==> src/rtl/spi_ctl_pkg.sv <==
package spi_ctl_pkg;
  localparam int CTRL_W    = 16;
  localparam int SS_LO     = 10;
  localparam int SS_N      = 4;
  localparam int DIV_W     = 3;
  localparam int HALF_W    = 8;
  localparam int B_MASTER  = 0;
  localparam int B_POL     = 1;
  localparam int B_PHA     = 2;
  localparam int DIV_LO    = 3;
  localparam int B_HOLD_SS = 14;
  localparam int B_GATED   = 15;
  localparam logic [CTRL_W-1:0] CTRL_RST = CTRL_W'(((1 << SS_N) - 1) << SS_LO);

  // Reference cycles per serial-clock half period for a divider code.
  function automatic logic [HALF_W-1:0] half_cycles(input logic [DIV_W-1:0] code);
    return HALF_W'(1) << code;
  endfunction
endpackage

==> src/rtl/spi_cfg_regs.sv <==
module spi_cfg_regs
  import spi_ctl_pkg::*;
(
  input  logic                 clk,
  input  logic                 rst_n,
  input  logic                 cfg_wr,
  input  logic [CTRL_W-1:0]    cfg_wdata,
  input  logic                 en_wr,
  input  logic                 en_wdata,
  output logic                 enable,
  output logic                 master,
  output logic                 pol,
  output logic                 pha,
  output logic [DIV_W-1:0]     div_code,
  output logic [SS_N-1:0]      ss_field,
  output logic                 hold_ss,
  output logic                 gated_start
);
  logic [CTRL_W-1:0] ctrl_q;
  logic              en_q;
  logic              unused_rsvd;

  always_ff @(posedge clk or negedge rst_n) begin
    if (!rst_n) begin
      ctrl_q <= CTRL_RST;
      en_q   <= 1'b0;
    end else begin
      if (cfg_wr) ctrl_q <= cfg_wdata;
      if (en_wr)  en_q   <= en_wdata;
    end
  end

  assign unused_rsvd = ^ctrl_q[SS_LO-1:DIV_LO+DIV_W];
  assign enable      = en_q;
  assign master      = ctrl_q[B_MASTER];
  assign pol         = ctrl_q[B_POL];
  assign pha         = ctrl_q[B_PHA];
  assign div_code    = ctrl_q[DIV_LO +: DIV_W];
  assign ss_field    = ctrl_q[SS_LO +: SS_N];
  assign hold_ss     = ctrl_q[B_HOLD_SS];
  assign gated_start = ctrl_q[B_GATED];
endmodule

==> src/rtl/spi_clk_gen.sv <==
module spi_clk_gen
  import spi_ctl_pkg::*;
#(
  parameter int WORD_BITS = 8
) (
  input  logic             clk,
  input  logic             rst_n,
  input  logic             enable,
  input  logic             master,
  input  logic             pol,
  input  logic             pha,
  input  logic [DIV_W-1:0] div_code,
  input  logic             gated_start,
  input  logic             tx_ready,
  input  logic             man_go,
  output logic             sclk,
  output logic             busy,
  output logic             word_done,
  output logic             sample_stb,
  output logic             shift_stb
);
  localparam int EDGES = 2 * WORD_BITS;
  localparam int EW    = $clog2(EDGES);

  logic              busy_q, sclk_q, done_q, smp_q, shf_q, pha_q;
  logic [HALF_W-1:0] cnt_q, half_q;
  logic [EW-1:0]     edge_q;
  logic              start_ok, half_end, last_edge, lead_edge;

  assign start_ok  = !busy_q && enable && master && tx_ready && (!gated_start || man_go);
  assign half_end  = (cnt_q == half_q - HALF_W'(1));
  assign last_edge = (edge_q == EW'(EDGES - 1));
  assign lead_edge = !edge_q[0];

  always_ff @(posedge clk or negedge rst_n) begin
    if (!rst_n) begin
      busy_q <= 1'b0; sclk_q <= 1'b0; done_q <= 1'b0;
      smp_q  <= 1'b0; shf_q  <= 1'b0; pha_q  <= 1'b0;
      cnt_q  <= '0;   half_q <= HALF_W'(1); edge_q <= '0;
    end else begin
      smp_q  <= 1'b0;
      shf_q  <= 1'b0;
      done_q <= 1'b0;
      if (!enable) begin
        busy_q <= 1'b0;
        sclk_q <= pol;
      end else if (!busy_q) begin
        sclk_q <= pol;
        if (start_ok) begin
          busy_q <= 1'b1;
          cnt_q  <= '0;
          edge_q <= '0;
          half_q <= half_cycles(div_code);
          pha_q  <= pha;
        end
      end else if (half_end) begin
        cnt_q  <= '0;
        sclk_q <= !sclk_q;
        edge_q <= edge_q + EW'(1);
        smp_q  <= lead_edge ^ pha_q;
        shf_q  <= !(lead_edge ^ pha_q);
        if (last_edge) begin
          busy_q <= 1'b0;
          done_q <= 1'b1;
        end
      end else begin
        cnt_q <= cnt_q + HALF_W'(1);
      end
    end
  end

  assign sclk       = sclk_q;
  assign busy       = busy_q;
  assign word_done  = done_q;
  assign sample_stb = smp_q;
  assign shift_stb  = shf_q;


  strobe_excl_chk: assert property (@(posedge clk) disable iff (!rst_n)
    !(smp_q && shf_q));

  strobe_on_edge_chk: assert property (@(posedge clk) disable iff (!rst_n)
    (smp_q || shf_q) |-> (sclk_q != $past(sclk_q)));

  idle_level_chk: assert property (@(posedge clk) disable iff (!rst_n)
    $past(!busy_q) |-> (sclk_q == $past(pol)));

  off_no_start_chk: assert property (@(posedge clk) disable iff (!rst_n)
    !enable |=> !busy_q);

  half_bound_chk: assert property (@(posedge clk) disable iff (!rst_n)
    busy_q |-> (cnt_q < half_q));

  done_idle_chk: assert property (@(posedge clk) disable iff (!rst_n)
    done_q |-> (!busy_q && $past(busy_q)));
endmodule

==> src/rtl/spi_ss_drv.sv <==
module spi_ss_drv
  import spi_ctl_pkg::*;
(
  input  logic            clk,
  input  logic            rst_n,
  input  logic            hold_ss,
  input  logic            busy,
  input  logic [SS_N-1:0] ss_field,
  output logic [SS_N-1:0] ss_n
);
  logic drive;
  assign drive = hold_ss || busy;

  for (genvar i = 0; i < SS_N; i++) begin : g_line
    assign ss_n[i] = drive ? ss_field[i] : 1'b1;
  end


  ss_released_chk: assert property (@(posedge clk) disable iff (!rst_n)
    (!hold_ss && !busy) |-> (ss_n == '1));
endmodule

==> src/rtl/spi_sclk_cs_ctrl.sv <==
module spi_sclk_cs_ctrl
  import spi_ctl_pkg::*;
#(
  parameter int WORD_BITS = 8
) (
  input  logic              clk,
  input  logic              rst_n,
  input  logic              cfg_wr,
  input  logic [CTRL_W-1:0] cfg_wdata,
  input  logic              en_wr,
  input  logic              en_wdata,
  input  logic              tx_ready,
  input  logic              man_go,
  output logic              sclk,
  output logic [SS_N-1:0]   ss_n,
  output logic              busy,
  output logic              word_done,
  output logic              sample_stb,
  output logic              shift_stb
);
  logic             enable, master, pol, pha, hold_ss, gated_start;
  logic [DIV_W-1:0] div_code;
  logic [SS_N-1:0]  ss_field;

  spi_cfg_regs u_regs (
    .clk(clk), .rst_n(rst_n), .cfg_wr(cfg_wr), .cfg_wdata(cfg_wdata),
    .en_wr(en_wr), .en_wdata(en_wdata), .enable(enable), .master(master),
    .pol(pol), .pha(pha), .div_code(div_code), .ss_field(ss_field),
    .hold_ss(hold_ss), .gated_start(gated_start)
  );

  spi_clk_gen #(.WORD_BITS(WORD_BITS)) u_clk (
    .clk(clk), .rst_n(rst_n), .enable(enable), .master(master), .pol(pol),
    .pha(pha), .div_code(div_code), .gated_start(gated_start),
    .tx_ready(tx_ready), .man_go(man_go), .sclk(sclk), .busy(busy),
    .word_done(word_done), .sample_stb(sample_stb), .shift_stb(shift_stb)
  );

  spi_ss_drv u_ss (
    .clk(clk), .rst_n(rst_n), .hold_ss(hold_ss), .busy(busy),
    .ss_field(ss_field), .ss_n(ss_n)
  );


  slave_no_start_chk: assert property (@(posedge clk) disable iff (!rst_n)
    (!busy && !master) |=> !busy);
endmodule

==> config.mk <==
export PLATFORM = sky130hd
export DESIGN_NAME = spi_sclk_cs_ctrl
export DESIGN_NICKNAME = d
export VERILOG_FILES = /design/src/rtl/spi_ctl_pkg.sv /design/src/rtl/spi_cfg_regs.sv /design/src/rtl/spi_clk_gen.sv /design/src/rtl/spi_ss_drv.sv /design/src/rtl/spi_sclk_cs_ctrl.sv
export SDC_FILE = /design/constraint.sdc
export NUM_CORES = 1
export LEC_CHECK = 0
export ABC_AREA = 0
export BUFFER_PORTS_ARGS = -buffer_cell sky130_fd_sc_hd__buf_4
export CAP_MARGIN = 5
export CORE_MARGIN = 4
export CORE_UTILIZATION = 50
export CTS_CLUSTER_SIZE = 14
export DETAILED_ROUTE_END_ITERATION = 8
export PLACE_DENSITY = 0.84
export SYNTH_ARGS = -nofsm -noshare
export SYNTH_HDL_FRONTEND = slang
export SYNTH_SLANG_ARGS = --single-unit
==> constraint.sdc <==
create_clock -name clk -period 2.5 [get_ports clk]
set_clock_uncertainty 0.2 [all_clocks]
set_input_delay 0.125 -clock clk [delete_from_list [all_inputs] [get_ports clk]]
set_output_delay 0.125 -clock clk [all_outputs]
set_load 0.01 [all_outputs]
==> results by group <==
Min path
  – Hold Crit Depth: 2
  – Origin of the worst min-delay path: cfg_wr
  – Hold Path End: u_regs.ctrl_q[14]
  – Worst Hold Class: primary input to flop

Logic synthesis
  – Yosys warning count: 0
  – Synthesized net count: 216
  – Syn Std Cell Area: 1960 um^2
  – Unique masters post-synth: 43
  – Mapped Cells: 190
  – Share of flip-flops with an asynchronous set or reset: 1.00
  – #FFs+latches synth: 39
  – Average cell area after synthesis: a little over 10 um^2
  – Sequential-to-total area share from yosys stat: 0.502
  – Number of synthesized flops with an enable pin: 0
  – Ys flop type: dfrtp_1

Power and ir drop
  – Worst vdd ir: 0.581 mV
  – Power Dens Cells: 795 nW/um^2
  – LEAKAGE: ~1.2 nW

Routing
  – Routed len/inst: ~20 um
  – Via-per-instance ratio: 6.26
  – DRC viols: 0
  – Final ANT Viol Nets: 0
  – TritonRoute pass-1 iters: 5
  – Vias: 1879
  – Final wirelength: 6140 um
  – Iter 0 DRT Violations: ~170

Critical path
  – Worst Path Arrival: 2710 ps
  – Crit path max-delay cell type: dfstp_2
  – Req. time, crit path: 2490 ps
  – Reg2Reg Capture Point: u_clk.edge_q[1]
  – Cell family with the largest share of critical-path delay: compound AO/OA/AOI/OAI gates
  – CP Cell Sequence: inv_2 > ha_4 > buf_4 > nand4b_1 > mux2i_1 > a2111o_1 > a2111o_1 > buf_4 > buf_6 > nand3_2 > o21ai_2
  – Crit Path Category: flop to flop
  – Worst path max stage delay: 550 ps
  – Critical Path Start Type: flop
  – Reg2reg path depth: 11
  – Crit-path max FO: 6
  – Critical path buffers and inverters: 4
  – CP Capture Type: flop
  – Reg2Reg Setup Slack: -220 ps
  – Reg2reg start: u_clk.half_q[0]

Place
  – DPL Wire Length: 2790 um
  – Placed insts: 266
  – IO Port Bufs: 27
  – GP Congestion: between 0.8 and 0.9

Floorplanning
  – Row count: 22
  – Die Y: between 70 and 80 um
  – DIE WIDTH: between 70 and 80 um
  – # IOs: 32
  – Initial core utilization: 0.526
  – Die area: 4980 um^2
  – Placeable core area: 3720 um^2

STA
  – Rel. slew slack: 0.591
  – Final min period: 2720 ps
  – Fin. Hold Viols: 0
  – Period utilization: 1.09
  – Hold_ws: 33.6 ps
  – Setup WS post-layout: -223 ps
  – Slew at the pin closest to its max-slew limit: between 600 and 700 ps
  – RSZ-0062 raised after global routing: true
  – Endpoints failing setup: 17
  – Max Clk Rate: between 300 and 400 MHz
  – Fin. max-slew vios: 0

Layout
  – Layout fillers: ~220
  – ANT cells: 0
  – P&R area growth vs syn: 39.0%
  – Layout Cells excl Fill: 300
  – Layout cells sized above 1: 0.337
  – Nets: 277

GRT
  – GRT Util Overall: 0.212
  – Global-route wire length before repair: 8280 um
  – Maximum number of pins on one net before global-route repair: 40
  – Initial antenna violation count: 0
  – Vias in the first global route: about 1700
  – Remaining global-route overflow: 0

CTS
  – CTS H-tree depth: 2
  – CTS Buf Count: 5
  – Clock tree from TritonCTS: built
  – Clock root cell: clkbuf_8
  – Clk buf depth: 2
  – Clk_lat worst skew: 300 ps
  – Clock Pin Slew Worst Setup and Hold Paths: 80 ps
  – Clk sinks: 39

Flow run
  – Max-capacitance violation count: 0

Outcome
  – Outcome: finished with violations
  – Failing checks: setup timing
==> registers in the layout (all words and copies together) (netlist names) <==
register          flops
u_clk.busy            1
u_clk.cnt_q           8
u_clk.edge_q          4
u_clk.half_q          8
u_clk.pha_q           1
u_clk.sample_stb      1
u_clk.sclk            1
u_clk.shift_stb       1
u_clk.word_done       1
u_regs.ctrl_q        12
u_regs.enable         1
==> where the power goes <==
group / internal [W] / switching (W)
Combinational: 0.000343 / 0.000344
Sequential: 0.000717 / 0.000119
Clock: 0.000399 / 0.000241
==> cells in the mapped netlist, types with 2 or more instances <==
master / number / area share
dfrtp_1: 34 / 0.44
nand2_1: 22 / 0.042
nor2_1: 14 / 0.027
mux2_2: 11 / 0.063
o21ai_0: 11 / 0.028
xnor2_1: 10 / 0.045
inv_1: 8 / 0.015
nand3_1: 8 / 0.020
xor2_1: 7 / 0.031
clkbuf_1: 5 / 0.0096
dfstp_2: 5 / 0.067
nand4_1: 4 / 0.013
or2_2: 4 / 0.013
a21oi_1: 3 / 0.0077
ha_1: 3 / 0.019
nor4_1: 3 / 0.0096
o41ai_1: 3 / 0.013
a2111o_1: 2 / 0.012
and3_2: 2 / 0.0077
nand2b_1: 2 / 0.0064
nor2b_1: 2 / 0.0064
nor3_1: 2 / 0.0051
o211ai_1: 2 / 0.0077
o21ai_1: 2 / 0.0051
o31ai_1: 2 / 0.0077
or3_1: 2 / 0.0064
==> kinds of logic (layout without fill, tap and decap cells) <==
kind of cell,count (synthesis),after routing,synth area share
buffers and inverters,14,76,0.0307
flip-flops,39,39,0.502
adder cells (fa/ha/maj),3,3,0.0192
AND/OR/NAND/NOR,72,72,0.189
AO/OA/AOI/OAI,33,33,0.115
multiplexers,12,12,0.0685
XOR/XNOR,17,17,0.0761
==> through the flow <==
| stage | area, um^2 | utilization | setup WS (ps) | TNS, ps | total power [W] |
|---|---|---|---|---|---|
| after floorplan | 1970 | - | -128 | -148 | 0.00114 |
| after detailed placement | 2250 | 0.606 | -136 | -439 | 0.00130 |
| after CTS | 2590 | 0.697 | -116 | -329 | 0.00197 |
| after global placement | 2250 | 0.606 | -62.4 | -89.6 | 0.00128 |
| final | 2720 | 0.732 | -223 | -2470 | 0.00216 |
| after global routing | 2720 | 0.732 | -311 | -3880 | 0.00225 |
==> cell usage in the layout, fill, tap and decap left out, drive strengths merged, types with 2 or more instances in the layout <==
master       instances
buf                 41
dfrtp               34
nand2               22
dlygate4sd3         19
nor2                14
o21ai               13
mux2                11
xnor2               10
nand3                8
inv                  8
xor2                 7
clkbuf               6
dfstp                5
nand4                4
or2                  4
nor4                 3
o41ai                3
and3                 3
a21oi                3
ha                   3
nor3                 3
nand2b               2
o211ai               2
a2111o               2
or3                  2
bufinv               2
nor2b                2
o31ai                2
==> how the worst max path moves through the flow <==
stage | from | to | cells past startpoint
5_1_grt | u_clk.half_q[0] | u_clk.edge_q[3] | 8
2_1_floorplan | u_clk.half_q[0] | u_clk.edge_q[3] | 9
4_1_cts | u_clk.half_q[0] | u_clk.edge_q[3] | 8
3_5_place_dp | u_clk.half_q[0] | u_clk.edge_q[3] | 8
3_3_place_gp | u_clk.half_q[0] | u_clk.edge_q[3] | 8
6_report | u_clk.half_q[0] | u_clk.edge_q[1] | 11
==> worst reg2reg max path, stage by stage (launching register included) <==
cell and delay [ps]:
dfstp_2 550, inv_2 50, ha_4 180, buf_4 150, nand4b_1 90, mux2i_1 80
a2111o_1 410, a2111o_1 460, buf_4 180, buf_6 110, nand3_2 70, o21ai_2 80
==> layer usage <==
metal,GRT usage,share of wire,vias up,wire (um)
met1,0.255,0.36,899,2220
li1,-,-,788,-
met5,0,0,-,0
met3,0.0540,0.091,40,557
met4,0.106,0.053,0,326
met2,0.352,0.49,152,3030
==> area by class of cell <==
type	count	area, um^2	area share
timing repair buffer	60	502	0.185
clock buffer	6	72.6	0.0267
multi-input combinational	137	1010	0.372
tap	48	60.1	0.0221
inverter	8	30.0	0.0110
sequential	39	982	0.361
clock inverter	2	60.1	0.0221
==> what timing repair did <==
item                       4_1_cts  5_1_grt
setup endpoints to repair       11       16
setup buffers                    0        7
hold endpoints to repair        52        0
gates cloned                     0        0
resized for setup                4       14
pin swaps                        2        2
hold buffers                    19        0
Power figures use the tool's default switching activity.
